===== config.mk =====
export PLATFORM = sky130hd
export DESIGN_NAME = tree_mult
export DESIGN_NICKNAME = d
export VERILOG_FILES = /design/src/rtl/mul_pkg.sv /design/src/rtl/csa3to2.sv /design/src/rtl/cla_adder.sv /design/src/rtl/csa_tree.sv /design/src/rtl/tree_mult.sv
export SDC_FILE = /design/constraint.sdc
export NUM_CORES = 1
export LEC_CHECK = 0
export ABC_AREA = 1
export BUFFER_PORTS_ARGS = -buffer_cell sky130_fd_sc_hd__buf_2
export CORE_ASPECT_RATIO = 2
export CORE_UTILIZATION = 26
export DETAILED_ROUTE_END_ITERATION = 8
export PLACE_DENSITY = 0.47
export SLEW_MARGIN = 40
export SYNTH_ARGS = -nofsm -noshare
export SYNTH_HDL_FRONTEND = slang
export SYNTH_SLANG_ARGS = --single-unit

===== constraint.sdc =====
create_clock -name vclk -period 4.53
set_input_delay 0.2265 -clock vclk [all_inputs]
set_output_delay 0.2265 -clock vclk [all_outputs]
set_load 0.05 [all_outputs]

===== src/rtl/mul_pkg.sv =====
package mul_pkg;

  // rows produced by one reduction level from r input rows
  function automatic int next_rows(input int r);
    return (r / 3) * 2 + (r % 3);
  endfunction

  // rows present at the input of tree level lvl
  function automatic int rows_at(input int n, input int lvl);
    int r;
    r = n;
    for (int i = 0; i < lvl; i++) r = next_rows(r);
    return r;
  endfunction

  // number of levels needed to reach two rows
  function automatic int tree_levels(input int n);
    int r;
    int c;
    r = n;
    c = 0;
    while (r > 2) begin
      r = next_rows(r);
      c++;
    end
    return c;
  endfunction

endpackage


===== src/rtl/csa3to2.sv =====
module csa3to2 #(
  parameter int W = 16
) (
  input  logic [W-1:0] x_i,
  input  logic [W-1:0] y_i,
  input  logic [W-1:0] z_i,
  output logic [W-1:0] sum_o,
  output logic [W-1:0] cry_o
);
  logic [W-1:0] maj;

  always_comb begin
    sum_o = x_i ^ y_i ^ z_i;
    maj   = (x_i & y_i) | (x_i & z_i) | (y_i & z_i);
    cry_o = {maj[W-2:0], 1'b0};
  end


  always_comb begin
    csa_conserve_chk: assert (W'(sum_o + cry_o) == W'(x_i + y_i + z_i))
      else $error("R4 carry-save sum not preserved");
  end
endmodule


===== src/rtl/cla_adder.sv =====
module cla_adder #(
  parameter int W = 16
) (
  input  logic [W-1:0] x_i,
  input  logic [W-1:0] y_i,
  output logic [W-1:0] sum_o
);
  localparam int L = (W > 1) ? $clog2(W) : 1;

  logic [L:0][W-1:0] gen;
  logic [L:0][W-1:0] prp;
  logic [W-1:0]      half;

  assign half   = x_i ^ y_i;
  assign gen[0] = x_i & y_i;
  assign prp[0] = half;

  // parallel-prefix group generate/propagate, span doubles per level
  for (genvar l = 0; l < L; l++) begin : g_lvl
    localparam int D = 1 << l;
    for (genvar i = 0; i < W; i++) begin : g_bit
      if (i >= D) begin : g_comb
        assign gen[l+1][i] = gen[l][i] | (prp[l][i] & gen[l][i-D]);
        assign prp[l+1][i] = prp[l][i] & prp[l][i-D];
      end else begin : g_pass
        assign gen[l+1][i] = gen[l][i];
        assign prp[l+1][i] = prp[l][i];
      end
    end
  end

  assign sum_o = half ^ {gen[L][W-2:0], 1'b0};


  always_comb begin
    cla_sum_chk: assert (sum_o == W'(x_i + y_i))
      else $error("R6 look-ahead sum wrong");
  end
endmodule


===== src/rtl/csa_tree.sv =====
module csa_tree #(
  parameter int N = 8,
  parameter int W = 16
) (
  input  logic [N*W-1:0] rows_i,
  output logic [W-1:0]   vec_a_o,
  output logic [W-1:0]   vec_b_o
);
  import mul_pkg::*;

  localparam int LEVELS = tree_levels(N);

  logic [LEVELS:0][N-1:0][W-1:0] rows;

  assign rows[0] = rows_i;

  for (genvar l = 0; l < LEVELS; l++) begin : g_lvl
    localparam int RIN  = rows_at(N, l);
    localparam int GRP  = RIN / 3;
    localparam int LEFT = RIN % 3;
    localparam int ROUT = 2 * GRP + LEFT;
    for (genvar g = 0; g < GRP; g++) begin : g_csa
      csa3to2 #(.W(W)) u_csa (
        .x_i  (rows[l][3*g]),
        .y_i  (rows[l][3*g+1]),
        .z_i  (rows[l][3*g+2]),
        .sum_o(rows[l+1][2*g]),
        .cry_o(rows[l+1][2*g+1])
      );
    end
    for (genvar k = 0; k < LEFT; k++) begin : g_left
      assign rows[l+1][2*GRP+k] = rows[l][3*GRP+k];
    end
    for (genvar k = ROUT; k < N; k++) begin : g_zero
      assign rows[l+1][k] = '0;
    end
  end

  assign vec_a_o = rows[LEVELS][0];
  assign vec_b_o = rows[LEVELS][1];

  logic [W-1:0] row_total;
  always_comb begin
    row_total = '0;
    for (int j = 0; j < N; j++) row_total = row_total + rows_i[j*W +: W];
  end


  always_comb begin
    tree_sum_chk: assert (W'(vec_a_o + vec_b_o) == row_total)
      else $error("R1 tree lost value");
  end
endmodule


===== src/rtl/tree_mult.sv =====
module tree_mult #(
  parameter int N = 8
) (
  input  logic [N-1:0]   a_i,
  input  logic [N-1:0]   b_i,
  output logic [2*N-1:0] prod_o
);
  localparam int W = 2 * N;

  logic [N*W-1:0] pp_rows;
  logic [W-1:0]   vec_a;
  logic [W-1:0]   vec_b;

  for (genvar j = 0; j < N; j++) begin : g_pp
    assign pp_rows[j*W +: W] = {{N{1'b0}}, a_i & {N{b_i[j]}}} << j;
  end

  csa_tree #(.N(N), .W(W)) u_tree (
    .rows_i (pp_rows),
    .vec_a_o(vec_a),
    .vec_b_o(vec_b)
  );

  cla_adder #(.W(W)) u_cla (
    .x_i  (vec_a),
    .y_i  (vec_b),
    .sum_o(prod_o)
  );


  always_comb begin
    prod_exact_chk: assert (prod_o == W'(W'(a_i) * W'(b_i)))
      else $error("R1 product mismatch");
  end


  always_comb begin
    if (a_i == '0 || b_i == '0) begin
      zero_prod_chk: assert (prod_o == '0)
        else $error("R2 zero operand gave nonzero");
    end
  end
endmodule


==> flow_summary.yaml <==
floorplan:
  fp-row-count: 46
  io_pins: 32
  die_w_um: 65.5
  die-height_um: 129
  initial_utilization: 0.266
  dieArea_sq_um: 8460
  coreArea_sq_um: 7890
logic_synthesis:
  syn_nets: 392
  synth.area.top_cells: "fa_1, nand2_1, inv_1, ha_1, clkbuf_1"
  synth_cells: 312
  netlist_area_sq_um: 2100
  avgSynthCellArea_sq_um: 6.73
  synth_top_area_frac: 0.372
  yosysWarnings: 0
  yosysSeqAreaShare: 0
  synth_top_area_cell: "fa_1"
  yosysUniqueCellTypes: 16
sta:
  totalNegativeSetupSlack_ps: 0
  fmax_mhz: 244
  max_slew_margin: 0.814
  min_period_ps: 4090
  rsz0062_at_grt: "false"
  maxSlewViolCount: 0
  hold_violations: 0
  worst_pin_slew_ps: 280
  fin_crit_sh: 0.903
  finalSetupViolCount: 0
  holdWs_ps: 902
  worst_slack_ps: 439
route:
  vias: 1783
  met1_length_um: 1740
  drtIter0Drc: 67
  detail-route-antenna-nets: 0
  highest_layer: "met4"
  drcViolationCount: 0
  dr_wl_met3_um: 66
  routed_wl_um: 5150
  drt-pass1-iter-count: 4
  wl_per_cell_um: 12.1
  via_per_inst: 4.20
  dr_wl_met2_um: 3300
power_and_ir_drop:
  peakVddDrop_v: 0.000340
  p_leak_nw: 1.60
  finalPower_mw: 1.24
  p_per_area_nw_per_um2: 533
layout:
  n_antenna_cell: 0
  layout.nets: 411
  final_cell_mix: "nand2_1, inv_1, fa_1"
  clkbuf_count: 0
  regArea_sq_um: 0
  area.growth.synth_to_final_pct: 10.8
  nFillCells: 869
  fin_cells: 425
  final_common_cell: "nand2_1"
  seq_cell_count: 0
  multiInputGateArea_sq_um: 1690
  final_layout_size_suffix_gt1_frac: 0.128
grt:
  grt_max_degree: 9
  first_global_vias: 1809
  track_usage: 0.131
  grt_pass1_wl_um: 8540
  antenna_found_initial: 0
  overflow: 0
flow_run:
  max-cap-violations: 0
worst_hold_path:
  worstHoldPathType: "input pin to output port"
setup_path:
  startpoint_type: "input pin"
  crit_fanout: 8
  critPathRequiredTime_ps: 4300
  crit_path_end_kind: "output port"
  worstSetupPathType: "input pin to output port"
  cp_data_arrival_time_ps: 3860
clocking:
  ctsResizeCount: 0
  post_cts_buffers: 0
  hold_buffers: 0
place:
  place_ws_ps: 399
  numPortBuffers: 32
  gp_congestion: 0.880
  post-dp-hpwl_um: 4600
  placed_cells: 425
status:
  status: "complete, no violations"
## metrics by stage
| step | utilization | area, sq um |
|---|---|---|
| 6_report | 0.295 | 2330 |
| 4_1_cts | 0.295 | 2330 |
| 3_3_place_gp | 0.295 | 2330 |
| 3_5_place_dp | 0.295 | 2330 |
| 2_1_floorplan | - | 2100 |
| 5_1_grt | 0.295 | 2330 |
## cell families after synthesis
| group | after synthesis | share of synthesized area |
|---|---|---|
| AND/OR/NAND/NOR | 130 | 0.252 |
| buffers and inverters | 109 | 0.195 |
| adder cells (fa/ha/maj) | 64 | 0.521 |
| XOR/XNOR | 5 | 0.0209 |
| AO/OA/AOI/OAI | 4 | 0.0113 |
## path summary, 6_finish.rpt
| check | start | endpoint | slack [ps] | depth (start not counted) |
|---|---|---|---|---|
| setup / recovery | a_i[4] | prod_o[14] | 440 | 16 |
| hold / removal | b_i[0] | prod_o[0] | 900 | 4 |
## report_power, final
group	total [mW]	internal, mW	switching (mW)
registers	0	0	0
clock network	0	0	0
logic	1.24	0.353	0.887
## worst max-delay path, stage by stage
cell and delay, ps:
buf_2 160, nand2_1 80, inv_1 50, fa_1 530, inv_1 50, fa_1 520, fa_1 510, inv_1 50
fa_1 440, ha_1 360, a21oi_1 280, nand2_1 100, nand2_1 90, nand4_1 80, nand2_1 80, buf_2 250
## layer usage
metal,vias up,global-route usage
met4,0,0.0102
met5,-,0
met3,2,0.00176
met1,856,0.134
li1,906,-
met2,19,0.286
## synth_stat cells (all sizes together)
cell    number
inv         93
a21oi        4
ha          25
nand2      106
nand3       11
xnor2        1
nand4        2
nor2        10
clkbuf      16
or2          1
xor2         4
fa          39
## cell type report
cell class / instances / area share
Inverter: 93 / 0.150
Multi-Input combinational cell: 203 / 0.726
Tap cell: 96 / 0.0516
Timing Repair Buffer: 33 / 0.0720
Note: power is estimated with default switching activity, not from simulation.
